<file path="config.mk">
export PLATFORM = sky130hd
export DESIGN_NAME = cra_region_agen
export DESIGN_NICKNAME = d
export VERILOG_FILES = /design/src/rtl/cra_pkg.sv /design/src/rtl/cra_frame_track.sv /design/src/rtl/cra_ptr.sv /design/src/rtl/cra_region_agen.sv
export SDC_FILE = /design/constraint.sdc
export NUM_CORES = 1
export LEC_CHECK = 0
export ABC_AREA = 1
export BUFFER_PORTS_ARGS = -buffer_cell sky130_fd_sc_hd__buf_2
export CORE_MARGIN = 4
export CORE_UTILIZATION = 35
export CTS_CLUSTER_DIAMETER = 30
export CTS_CLUSTER_SIZE = 10
export DETAILED_ROUTE_END_ITERATION = 10
export GPL_TIMING_DRIVEN = 1
export PLACE_DENSITY = 0.64
export SLEW_MARGIN = 20
export SYNTH_ARGS = -nofsm -noshare
export SYNTH_HDL_FRONTEND = slang
export SYNTH_SLANG_ARGS = --single-unit
</file>
<file path="constraint.sdc">
create_clock -name clk -period 4.2 [get_ports clk]
set_clock_uncertainty 0.2 [all_clocks]
set_input_delay 0.84 -clock clk [delete_from_list [all_inputs] [get_ports clk]]
set_output_delay 0.84 -clock clk [all_outputs]
set_load 0.03 [all_outputs]
</file>
<file path="src/rtl/cra_pkg.sv">
package cra_pkg;

   // event pair produced by one channel pointer
   typedef struct packed {
      logic wrap;
      logic frame;
   } cra_evt_t;

   // alignment of a region base in address bits
   localparam int CRA_ALIGN_BITS = 3;

endpackage

</file>
<file path="src/rtl/cra_frame_track.sv">
module cra_frame_track #(
   parameter int SLOT_W = 10,
   parameter int LEN_W  = 16,
   parameter int IVL_W  = 10
) (
   input  logic              clk,
   input  logic              rst_n,
   input  logic              clear,
   input  logic              adv,
   input  logic [SLOT_W-1:0] slots,
   input  logic [LEN_W-1:0]  frames,
   input  logic [IVL_W-1:0]  ivl,
   output logic              region_end,
   output logic              ivl_hit
);
   localparam int SW1 = SLOT_W + 1;
   localparam int LW1 = LEN_W + 1;
   localparam int IW1 = IVL_W + 1;

   logic [SLOT_W-1:0] slot_idx;
   logic [LEN_W-1:0]  frame_idx;
   logic [IVL_W-1:0]  ivl_cnt;
   logic              last_slot;

   // a programmed zero behaves like one: index+1 >= 0 always holds
   always_comb begin
      last_slot  = ({1'b0, slot_idx} + SW1'(1)) >= {1'b0, slots};
      region_end = last_slot && (({1'b0, frame_idx} + LW1'(1)) >= {1'b0, frames});
      ivl_hit    = last_slot && (({1'b0, ivl_cnt} + IW1'(1)) >= {1'b0, ivl});
   end

   always_ff @(posedge clk) begin
      if (!rst_n || clear) begin
         slot_idx  <= '0;
         frame_idx <= '0;
         ivl_cnt   <= '0;
      end else if (adv) begin
         if (last_slot) begin
            slot_idx  <= '0;
            frame_idx <= region_end ? '0 : frame_idx + LEN_W'(1);
            ivl_cnt   <= ivl_hit ? '0 : ivl_cnt + IVL_W'(1);
         end else begin
            slot_idx  <= slot_idx + SLOT_W'(1);
         end
      end
   end


   slot_bound_chk: assert property (@(posedge clk) disable iff (!rst_n)
      (adv && last_slot && !clear) |=> (slot_idx == '0));

endmodule

</file>
<file path="src/rtl/cra_ptr.sv">
module cra_ptr
   import cra_pkg::*;
#(
   parameter int ADDR_W = 36
) (
   input  logic              clk,
   input  logic              rst_n,
   input  logic              load,
   input  logic [ADDR_W-1:0] start_in,
   input  logic              adv,
   input  logic              region_end,
   input  logic              ivl_hit,
   output logic [ADDR_W-1:0] ptr,
   output cra_evt_t          evt
);
   localparam logic [ADDR_W-1:0] BASE_MASK =
      {{(ADDR_W-CRA_ALIGN_BITS){1'b1}}, {CRA_ALIGN_BITS{1'b0}}};

   generate
      if (ADDR_W <= CRA_ALIGN_BITS) begin : g_bad_width
         $error("cra_ptr: ADDR_W must exceed the alignment bits");
      end
   endgenerate

   logic [ADDR_W-1:0] start_q;
   logic [ADDR_W-1:0] ptr_q;
   cra_evt_t          evt_q;

   always_ff @(posedge clk) begin
      if (!rst_n) begin
         start_q <= '0;
         ptr_q   <= '0;
         evt_q   <= '0;
      end else if (load) begin
         start_q <= start_in & BASE_MASK;
         ptr_q   <= start_in & BASE_MASK;
         evt_q   <= '0;
      end else begin
         evt_q.wrap  <= adv && region_end;
         evt_q.frame <= adv && ivl_hit;
         if (adv) ptr_q <= region_end ? start_q : ptr_q + ADDR_W'(1);
      end
   end

   assign ptr = ptr_q;
   assign evt = evt_q;


   step_one_chk: assert property (@(posedge clk) disable iff (!rst_n)
      (adv && !region_end && !load) |=> (ptr_q == $past(ptr_q) + ADDR_W'(1)));


   wrap_base_chk: assert property (@(posedge clk) disable iff (!rst_n)
      evt_q.wrap |-> (ptr_q == start_q));


   frame_cause_chk: assert property (@(posedge clk) disable iff (!rst_n)
      evt_q.frame |-> $past(adv));


   load_align_chk: assert property (@(posedge clk) disable iff (!rst_n)
      load |=> (ptr_q[CRA_ALIGN_BITS-1:0] == '0 && !evt_q.wrap && !evt_q.frame));

endmodule

</file>
<file path="src/rtl/cra_region_agen.sv">
module cra_region_agen
   import cra_pkg::*;
#(
   parameter int NCH    = 2,
   parameter int ADDR_W = 36,
   parameter int SLOT_W = 10,
   parameter int LEN_W  = 16,
   parameter int IVL_W  = 10
) (
   input  logic                         clk,
   input  logic                         rst_n,
   input  logic                         enable,
   input  logic                         sync_err,
   input  logic                         load,
   input  logic [NCH-1:0][ADDR_W-1:0]   start_addr,
   input  logic [NCH-1:0][SLOT_W-1:0]   slot_count,
   input  logic [NCH-1:0][LEN_W-1:0]    region_frames,
   input  logic [NCH-1:0][IVL_W-1:0]    event_interval,
   input  logic [NCH-1:0]               byte_stb,
   output logic [NCH-1:0][ADDR_W-1:0]   next_addr,
   output logic [NCH-1:0]               wrap_evt,
   output logic [NCH-1:0]               frame_evt,
   output logic                         halted
);
   generate
      if (NCH < 1) begin : g_bad_nch
         $error("cra_region_agen: NCH must be at least 1");
      end
      if (SLOT_W < 1 || LEN_W < 1 || IVL_W < 1) begin : g_bad_cnt
         $error("cra_region_agen: counter widths must be positive");
      end
   endgenerate

   logic           halted_q;
   logic           load_ok;
   logic           active;
   logic [NCH-1:0] adv;
   logic [NCH-1:0] reg_end;
   logic [NCH-1:0] ivl_hit;
   cra_evt_t       evt [NCH];

   assign load_ok = load && !enable;
   assign active  = enable && !halted_q && !sync_err;
   assign adv     = byte_stb & {NCH{active}};

   always_ff @(posedge clk) begin
      if (!rst_n)                 halted_q <= 1'b0;
      else if (load_ok)           halted_q <= 1'b0;
      else if (enable && sync_err) halted_q <= 1'b1;
   end

   assign halted = halted_q;

   for (genvar c = 0; c < NCH; c++) begin : g_ch
      cra_frame_track #(.SLOT_W(SLOT_W), .LEN_W(LEN_W), .IVL_W(IVL_W)) u_trk (
         .clk        (clk),
         .rst_n      (rst_n),
         .clear      (load_ok),
         .adv        (adv[c]),
         .slots      (slot_count[c]),
         .frames     (region_frames[c]),
         .ivl        (event_interval[c]),
         .region_end (reg_end[c]),
         .ivl_hit    (ivl_hit[c])
      );
      cra_ptr #(.ADDR_W(ADDR_W)) u_ptr (
         .clk        (clk),
         .rst_n      (rst_n),
         .load       (load_ok),
         .start_in   (start_addr[c]),
         .adv        (adv[c]),
         .region_end (reg_end[c]),
         .ivl_hit    (ivl_hit[c]),
         .ptr        (next_addr[c]),
         .evt        (evt[c])
      );
      assign wrap_evt[c]  = evt[c].wrap;
      assign frame_evt[c] = evt[c].frame;
   end


   halt_set_chk: assert property (@(posedge clk) disable iff (!rst_n)
      (enable && sync_err) |=> halted_q);


   halt_freeze_chk: assert property (@(posedge clk) disable iff (!rst_n)
      (halted_q && !load_ok) |=> $stable(next_addr));


   load_ignored_chk: assert property (@(posedge clk) disable iff (!rst_n)
      (load && enable && byte_stb == '0) |=> $stable(next_addr));

endmodule

</file>
==> results summary, run 1 <==
The flow ran to the end, and the final reports show no timing, DRC or antenna violations. The count of flip-flops with a built-in enable after synthesis came out at 0. The number of sinks driven by the clock tree came out at 215.

The tightest min-delay check is of the reg -> reg type. The number of detailed-routing iterations run before antenna repair is 5. The overall routing resource usage came out at 19.7%. The combinational family with the most area after synthesis is simple AND/OR/NAND/NOR gates. The synthesized-area fraction occupied by adder cells is 7.12%. The routed layout has 14.6k vias. For the worst flop-to-flop path, the logic depth is 23.

The number of instances in the synthesized netlist is 2160. The final max-slew violation count came out at 0. The count of instances resized after the clock tree is built is 0.

After detailed placement, the total cell area comes to 15700 um2. The number of clock buffers inserted by TritonCTS is ~60. The flop-to-flop setup slack is 0.43 ns. The leakage power figure is 8.39 nW. The weighted congestion at the end of routability-driven global placement came out at 0.909. After routing, the total negative slack on setup checks comes to 0 ns. Among all flip-flop cells after synthesis, the most frequent one is sky130_fd_sc_hd__dfxtp_1. The clock transition at the registers of the reported paths is 0.05 ns. The synthesized area came out at 14100 um2. The number of distinct library cell variants in the gate-level netlist after synthesis came out at 39. The total power is 7.46 mW.

The area added between synthesis and finish came out at 26.7%. The share of the clock period used by the worst path is 89.7%. The horizontal die dimension is 208 um.

Post-CTS timing repair inserted 0 buffers for setup. The total grt overflow came out at 0. Of the total synthesized cell area, the portion taken by XOR and XNOR cells is just over 7%. In the synthesized netlist the async set-or-reset flop fraction comes to 0%. The detailed placement HPWL came out at 32400 um. The initialized floorplan defines 73 standard-cell rows. The clock network latency to the later pin of the worst-skew pair is 0.59 ns.

The floorplan core area came out at between 30000 and 40000 um2. The post-layout utilization of the core came out at between 40% and 50%. By area the synthesized netlist is led by sky130_fd_sc_hd__dfxtp_1 (31%), sky130_fd_sc_hd__nand2_1 (13%), sky130_fd_sc_hd__inv_1 (10%), sky130_fd_sc_hd__ha_1 (7.1%), sky130_fd_sc_hd__nand3_1 (7.1%). The die area is approximately 43000 um2. For the pin with the worst max-slew slack, the measured transition is 0.972 ns.

The number of antenna violations at the first check in global routing came out at 1. At the worst endpoint, the required time is 4.48 ns. IR analysis of the VDD net gives a maximum drop of 0.000413 V. The violation count after the first detailed-routing iteration came out at roughly 760. The number of antenna cells inserted came out at 0.

The count of placed standard cells including taps is 2858. Leaving out fill and tap cells, the most frequent cell in the layout is sky130_fd_sc_hd__nand2_1. The worst slew margin relative to its limit came out at between 30% and 40%. The top-level port count is 228. The hold-fix buffer count after cts came out at 0. The routed wirelength normalized by instance count is 15.0 um. Based on the critical path, the design can be clocked at up to 266 MHz. The net count of the finished layout came out at 2625. Once layout is done, the placed cells without fillers occupy 17800 um2. The type of origin of the critical path is a flop.

The number of buffers added on ports is roughly 220. In this run the critical register-to-register path is launched from g_ch[1].u_trk.frame_idx[0]. The final routed DRC violation total came out at 0. For this block, the routed nets add up to 44600 um of wire. The effective utilization at floorplan is between 30 and 40%.

The maximum number of pins on one net before global-route repair came out at 85. The signal arrival time at the worst endpoint came out at about 4.0 ns. The root buffer cell chosen for the clock tree is sky130_fd_sc_hd__clkbuf_16. The H-tree depth is 2. The sequential element share of the synthesized area came out at 30.6%. The total setup violations reported at the end of the flow came out at 0.

The simple-gate share of the synthesized area is a little under a third. The worst hold path was traced through 2 stages. In the layout the commonest cells are sky130_fd_sc_hd__nand2_1 (493), sky130_fd_sc_hd__inv_1 (382), sky130_fd_sc_hd__buf_2 (221), sky130_fd_sc_hd__dfxtp_1 (215), sky130_fd_sc_hd__nand3_1 (200). The count of cells in the finished layout, fillers not included, comes to 2967.

The synthesized netlist net count is 2391. The final number of hold-violating endpoints came out at 0. In this run the most critical hold path is launched from g_ch[0].u_ptr.start_q[26]. The clock passes through at most 3 buffers. TritonCTS built the clock tree. The flip-flop and latch count after synthesis came out at 215.

The post-synthesis compound-gate area fraction is 11.4%. The share of cells above drive strength 1 came out at 17.3%. The clock period minus final worst setup slack is roughly 3.8 ns. The power per cell area is around 420 nW/um2. STA classifies the critical path endpoint as a flop.

The largest total area in the synthesized netlist belongs to sky130_fd_sc_hd__dfxtp_1. The die boundary height came out at 208 um. Of all nets on the critical path, the largest fanout is 24. The total number of yosys warnings came out at 0. The endpoint of the worst-slack reg-to-reg timing path is g_ch[1].u_ptr.ptr[3]. The count of nets left with antenna violations once routing finished came out at 0. The area share of the largest cell type after synthesis is 30.6%. The number of global-route vias before repair came to 14.3k. The multiplexer area fraction after synthesis came out at 0%. The critical path is of the reg -> reg type. The max-capacitance violation count came out at 0. Setup repair after global routing left no endpoint under its margin. The first global-routing pass estimated 71700 um of wire. The average footprint of a synthesized cell is 6.51 um2.

Using the TritonRoute via totals, the vias-per-cell ratio works out to 4.93. The worst hold path terminates at g_ch[0].u_ptr.start_q[26].
[flip-flops by register name, indices dropped and copies added, names as in the netlist]
signal,cells
g_ch.u_ptr.ptr,72
g_ch.u_ptr.evt,4
g_ch.u_trk.ivl_cnt,20
halted,1
g_ch.u_trk.slot_idx,20
g_ch.u_trk.frame_idx,32
g_ch.u_ptr.start_q,66
[area by class of cell]
cell class / count / area [um2]
multi-input combinational: 1478 / 7940
timing repair buffer: 250 / 1350
sequential: 215 / 4300
clock inverter: 41 / 524
inverter: 390 / 1470
fill: 4067 / 21900
tap: 525 / 657
clock buffer: 68 / 1580
[routing by layer]
layer | wire (um) | vias to the layer above | GRT usage [%] | share of wire (%)
met2 | 21000 | 428 | 33.0 | 47
met1 | 19800 | 6751 | 25.0 | 44
met4 | 1030 | 0 | 5.93 | 2.3
li1 | - | 7369 | - | -
met3 | 2890 | 76 | 4.76 | 6.5
met5 | 0 | - | 0 | 0
[stage by stage]
| stage | hold slack (ns) | setup WS (ns) |
|---|---|---|
| after detailed placement | 0.256 | 0.373 |
| after floorplan | 0.237 | 1.10 |
| after CTS | 0.263 | 0.357 |
| after global routing | 0.285 | 0.0154 |
| final | 0.264 | 0.434 |
| after global placement | 0.252 | 0.406 |
[power by group]
| group | internal (mW) | switching, mW |
|---|---|---|
| Combinational | 0.194 | 0.381 |
| Sequential | 2.12 | 0.0631 |
| Clock | 3.29 | 1.42 |
| Total | 5.60 | 1.86 |
[worst max-delay path by stage]
| stage | start | endpoint | slack, ns |
|---|---|---|---|
| after detailed placement | g_ch[1].u_trk.frame_idx[0] | g_ch[1].u_trk.frame_idx[2] | 0.37 |
| final | g_ch[1].u_trk.frame_idx[0] | g_ch[1].u_ptr.ptr[3] | 0.43 |
| after CTS | g_ch[1].u_trk.frame_idx[0] | g_ch[1].u_trk.frame_idx[6] | 0.36 |
| after global routing | g_ch[1].u_trk.frame_idx[0] | g_ch[1].u_ptr.ptr[7] | 0.02 |
| after global placement | g_ch[1].u_trk.frame_idx[0] | g_ch[1].u_trk.frame_idx[2] | 0.41 |
| after floorplan | g_ch[1].u_trk.frame_idx[0] | g_ch[1].u_ptr.ptr[20] | 1.10 |
[cells in the mapped netlist, types with 5 or more instances]
master	number
sky130_fd_sc_hd__nand2_1	493
sky130_fd_sc_hd__inv_1	383
sky130_fd_sc_hd__dfxtp_1	215
sky130_fd_sc_hd__nand3_1	200
sky130_fd_sc_hd__nor2_1	149
sky130_fd_sc_hd__a21oi_1	127
sky130_fd_sc_hd__xor2_1	111
sky130_fd_sc_hd__o21ai_0	85
sky130_fd_sc_hd__ha_1	80
sky130_fd_sc_hd__o22ai_1	55
sky130_fd_sc_hd__nor3_1	47
sky130_fd_sc_hd__clkbuf_1	38
sky130_fd_sc_hd__nand2_2	31
sky130_fd_sc_hd__nand4_1	30
sky130_fd_sc_hd__buf_2	27
sky130_fd_sc_hd__o211ai_1	13
sky130_fd_sc_hd__nor2_2	9
sky130_fd_sc_hd__o21ai_1	9
sky130_fd_sc_hd__buf_1	7
sky130_fd_sc_hd__inv_2	7
sky130_fd_sc_hd__nor3_2	6
sky130_fd_sc_hd__a21o_1	5
[kinds of logic (layout without fill, tap and decap cells)]
| family | after synthesis | count (layout) |
|---|---|---|
| AOI/OAI and AO/OA | 296 | 296 |
| xor gates and xnor gates | 115 | 115 |
| DFF | 215 | 215 |
| adders and majority gates | 80 | 80 |
| and+or+nand+nor | 987 | 987 |
| buffers and inverters | 467 | 749 |
[critical path, stage by stage, from the launching register on]
cell and delay, ns:
sky130_fd_sc_hd__dfxtp_1 0.41, sky130_fd_sc_hd__ha_1 0.21, sky130_fd_sc_hd__nand3_1 0.13, sky130_fd_sc_hd__nor3_2 0.21
sky130_fd_sc_hd__nand3_2 0.14, sky130_fd_sc_hd__or2_1 0.27, sky130_fd_sc_hd__nor2_2 0.12, sky130_fd_sc_hd__nand2_1 0.07
sky130_fd_sc_hd__xor2_1 0.17, sky130_fd_sc_hd__ha_1 0.30, sky130_fd_sc_hd__nand2_1 0.05, sky130_fd_sc_hd__inv_1 0.06
sky130_fd_sc_hd__nand2_1 0.05, sky130_fd_sc_hd__nor2b_1 0.10, sky130_fd_sc_hd__nand2_1 0.06, sky130_fd_sc_hd__nand3_1 0.10
sky130_fd_sc_hd__nand2_1 0.09, sky130_fd_sc_hd__nand2_4 0.19, sky130_fd_sc_hd__nand2_2 0.22, sky130_fd_sc_hd__buf_12 0.23
sky130_fd_sc_hd__inv_2 0.09, sky130_fd_sc_hd__nand2_1 0.06, sky130_fd_sc_hd__nand3_1 0.07, sky130_fd_sc_hd__nand2_1 0.06
Note: power is estimated with default switching activity, not from simulation.
==> inputs of run 2 (changes only) <==
CORE_MARGIN = 2   (was 4)
CTS_CLUSTER_SIZE = default   (was 10)
SKIP_LAST_GASP = 1   (was default)
==> run 2 against run 1 <==
- sequential cell count unchanged
- critical path depth down 3
- register-to-register slack about the same
==> results summary, run 2 (same netlist as run 1, synthesis figures left out) <==
The H-tree depth was 2 (unchanged). The net count of the finished layout was 2615 (was 2625). Outcome: finished clean (unchanged). The number of nets with antenna violations after routing is 0 (unchanged).

The die area came out at 41800 um2 (was 43500 um2). The count of instances resized after the clock tree is built was 0 (unchanged). The number of flip-flops under the largest register name is 72 (unchanged). The global-route wire length before repair is 71500 um (was 71700 um). The number of global-route vias before repair is 14.4k (was 14.3k). The final max-slew violation count is 0 (unchanged). The average via count per standard cell is 4.96 (was 4.93). The routed wirelength normalized by instance count was 14.8 um (was 15.0 um). The total grt overflow came out at 0 (unchanged). The most common cell after layout, fill and taps aside is sky130_fd_sc_hd__nand2_1 (unchanged). The highest-delay cell along the critical path is sky130_fd_sc_hd__dfxtp_1 (unchanged).

The transition time at the pin with the least slew margin came out at 0.939 ns (was 0.972 ns). The launch point of the worst hold path is g_ch[0].u_ptr.start_q[26] (unchanged). RSZ-0062 raised after global routing: false (unchanged).

The worst slew margin relative to its limit came to 37.4% (was 35.2%). The critical-path maximum fanout came to 41 (was 24). The weighted congestion at the end of routability-driven global placement is 0.919 (was 0.909). The clock tree from TritonCTS is built (unchanged). The highest routing layer actually used is met4 (unchanged). The share of the clock period used by the worst path came out at 89.5% (was 89.7%).

The routed wire length is 43500 um (was 44600 um). The final routed DRC violation total was 0 (unchanged). The endpoint of the worst-slack reg-to-reg timing path was g_ch[1].u_ptr.ptr[6] (was g_ch[1].u_ptr.ptr[3]). The stage delay of the slowest cell on the critical path is 0.41 ns (about the same).

The type of origin of the critical path is a flop (unchanged). The violation count after the first detailed-routing iteration came out at 868 (was 759). The buffer type at the clock tree root is sky130_fd_sc_hd__clkbuf_16 (unchanged).

The most frequent cell on the critical path is sky130_fd_sc_hd__nand2_1 (unchanged). The detailed placement HPWL came out at 31600 um (was 32400 um). The end of the worst hold path is g_ch[0].u_ptr.start_q[26] (unchanged). The leakage power figure came out at 8.30 nW (was 8.39 nW). The worst slack on hold paths is 0.264 ns (about the same). The setup TNS came to 0 ns (unchanged). The combined buffer and inverter count along the critical path came out at 1 (was 3). The area added between synthesis and finish came out at 25.1% (was 26.7%).

The total setup violations reported at the end of the flow came out at 0 (unchanged). The setup slack after layout came out at 0.442 ns (was 0.434 ns). The max-capacitance violation count came to 0 (unchanged). The number of buffers on the longest clock path came to 3 (unchanged). The path type of the worst setup path is reg -> reg (unchanged). The number of vias after detailed routing is 14.6k (about the same). The routed length on met1 came out at 18900 um (was 19800 um). The hold-fix buffer count after cts came to 0 (unchanged).

The number of detailed-routing iterations run before antenna repair is 5 (unchanged). The worst slack at placement came out at 0.436 ns (was 0.373 ns). The maximum clock frequency is 266 MHz (about the same).

The share of cells above drive strength 1 is 16.5% (was 17.3%). The maximum number of pins on one net before global-route repair is 83 (was 85). The count of filler cells inserted in the layout came out at 4169 (was 4067). The met2 wire length is 20200 um (was 21000 um). The number of sinks driven by the clock tree is 215 (unchanged).

The total met3 wirelength after detailed routing is 3280 um (was 2890 um). The number of cells traversed by the worst hold path came to 2 (unchanged). The clock transition at the registers of the reported paths came out at 0.04 ns (was 0.05 ns).

Commonest cells after routing, fill and taps aside: sky130_fd_sc_hd__nand2_1 (493), sky130_fd_sc_hd__inv_1 (381), sky130_fd_sc_hd__buf_2 (221), sky130_fd_sc_hd__dfxtp_1 (215), sky130_fd_sc_hd__nand3_1 (200) (was sky130_fd_sc_hd__nand2_1 (493), sky130_fd_sc_hd__inv_1 (382), sky130_fd_sc_hd__buf_2 (221), sky130_fd_sc_hd__dfxtp_1 (215), sky130_fd_sc_hd__nand3_1 (200)). The largest delay contributor family on the critical path is simple AND/OR/NAND/NOR gates (unchanged). The floorplan core area is 39700 um2 (unchanged).

The overall routing resource usage came out at 20.9% (was 19.7%). The number of antenna violations at the first check in global routing came out at 1 (unchanged). The top-level port count came out at 228 (unchanged). The effective utilization at floorplan is 35.4% (unchanged). The worst flop-to-flop path startpoint is g_ch[1].u_trk.frame_idx[0] (unchanged). The required time at the worst-slack endpoint came out at 4.41 ns (was 4.48 ns).

The buffers inserted during post-CTS setup optimization was 0 (unchanged). The number of clock buffers inserted by TritonCTS came out at 56 (was 59). The die boundary height is 204 um (was 208 um). The signal arrival time at the worst endpoint was 3.97 ns (was 4.04 ns). The path category of the worst min-delay check is reg -> reg (unchanged). The worst IR drop on VDD came to 0.000294 V (was 0.000413 V).

The count of cells along the worst register-to-register path came out at 20 (was 23). The number of antenna cells inserted came out at 0 (unchanged). The critical path capture point type is a flop (unchanged). The number of buffers added on ports is 221 (unchanged). The post-layout utilization of the core came out at 44.3% (was 44.9%). The clock period minus final worst setup slack came out at 3.76 ns (was 3.77 ns). Cells along the critical path: ha_1, nand3_1, nor3_2, nand3_2, or2_1, nor2_2, xor2_1, ha_1, a21o_1, nor2_1, nand2_1, nand2_1, nand3_1, nand2_1, nand2_4, nand2_2, buf_12, nand2_1, nand3_1, a21oi_1 (was ha_1, nand3_1, nor3_2, nand3_2, or2_1, nor2_2, nand2_1, xor2_1, ha_1, nand2_1, inv_1, nand2_1, nor2b_1, nand2_1, nand3_1, nand2_1, nand2_4, nand2_2, buf_12, inv_2, nand2_1, nand3_1, nand2_1). The clock network latency to the later pin of the worst-skew pair came out at 0.58 ns (was 0.59 ns). The final number of hold-violating endpoints came out at 0 (unchanged). The power per cell area is 403 nW/um2 (was 419 nW/um2). The horizontal die dimension came out at 204 um (was 208 um). The flop-to-flop setup slack came out at 0.44 ns (was 0.43 ns).

The number of core rows is 73 (unchanged).
==> run 2: cell count changes in the layout (fill, tap and decap cells not counted) <==
cell                         change
sky130_fd_sc_hd__inv_6           -2
sky130_fd_sc_hd__inv_1           -1
sky130_fd_sc_hd__clkinvlp_4     -10
sky130_fd_sc_hd__bufinv_16       -3
sky130_fd_sc_hd__clkbuf_1        +3
sky130_fd_sc_hd__buf_12          +1
sky130_fd_sc_hd__clkbuf_8        +7
sky130_fd_sc_hd__clkinv_2        -2
sky130_fd_sc_hd__buf_4           -7
sky130_fd_sc_hd__clkinv_4        -4
sky130_fd_sc_hd__buf_6           -1
sky130_fd_sc_hd__clkbuf_16       -3
sky130_fd_sc_hd__clkinv_8        +1
==> run 2: final cells by class <==
class / instances / area [um2] / share of cell area (%)
clock inverter: 20 / 305 / 1.73
sequential: 215 / 4300 / 24.5
inverter: 390 / 1470 / 8.35
tap: 525 / 657 / 3.73
timing repair buffer: 243 / 1310 / 7.44
clock buffer: 75 / 1610 / 9.16
multi-input combinational: 1478 / 7940 / 45.1
==> run 2: worst min-delay path, cell delays in order, from the launching register on <==
cell                      delay [ns]
sky130_fd_sc_hd__dfxtp_1        0.30
sky130_fd_sc_hd__nand2_1        0.06
sky130_fd_sc_hd__a21oi_1        0.06
==> run 2: power breakdown <==
group          switching [mW]  leakage, nW  total (mW)  internal [mW]
combinational           0.376         5.59       0.568          0.192
clock                    1.28        0.956        4.34           3.06
sequential             0.0629         1.75        2.18           2.12
==> run 2: through the flow <==
stage / cells / area (um2) / total power [mW]
after floorplan: 2160 / 14100 / 2.56
after global placement: 2851 / 15700 / 2.77
after detailed placement: 2851 / 15700 / 2.78
after CTS: 2946 / 17600 / 7.16
after global routing: 2946 / 17600 / 7.34
final: 2946 / 17600 / 7.09
==> run 2: how the worst max path moves through the flow <==
stage | startpoint | endpoint | slack (ns) | depth (start not counted)
CTS | g_ch[1].u_trk.frame_idx[0] | g_ch[1].u_ptr.ptr[14] | 0.40 | 20
finish | g_ch[1].u_trk.frame_idx[0] | g_ch[1].u_ptr.ptr[6] | 0.44 | 20
global route | g_ch[1].u_trk.frame_idx[0] | g_ch[1].u_ptr.ptr[35] | 0.09 | 22
floorplan | g_ch[1].u_trk.frame_idx[0] | g_ch[1].u_ptr.ptr[20] | 1.10 | 23
global placement | g_ch[1].u_trk.frame_idx[0] | g_ch[1].u_ptr.ptr[25] | 0.48 | 20
detailed placement | g_ch[1].u_trk.slot_idx[0] | g_ch[1].u_trk.ivl_cnt[5] | 0.44 | 19
==> run 2: routing by layer <==
layer | global-route usage [%] | up-vias
met5 | 0 | -
met2 | 35.0 | 503
li1 | - | 7342
met3 | 4.37 | 87
met1 | 26.7 | 6679
met4 | 6.99 | 0
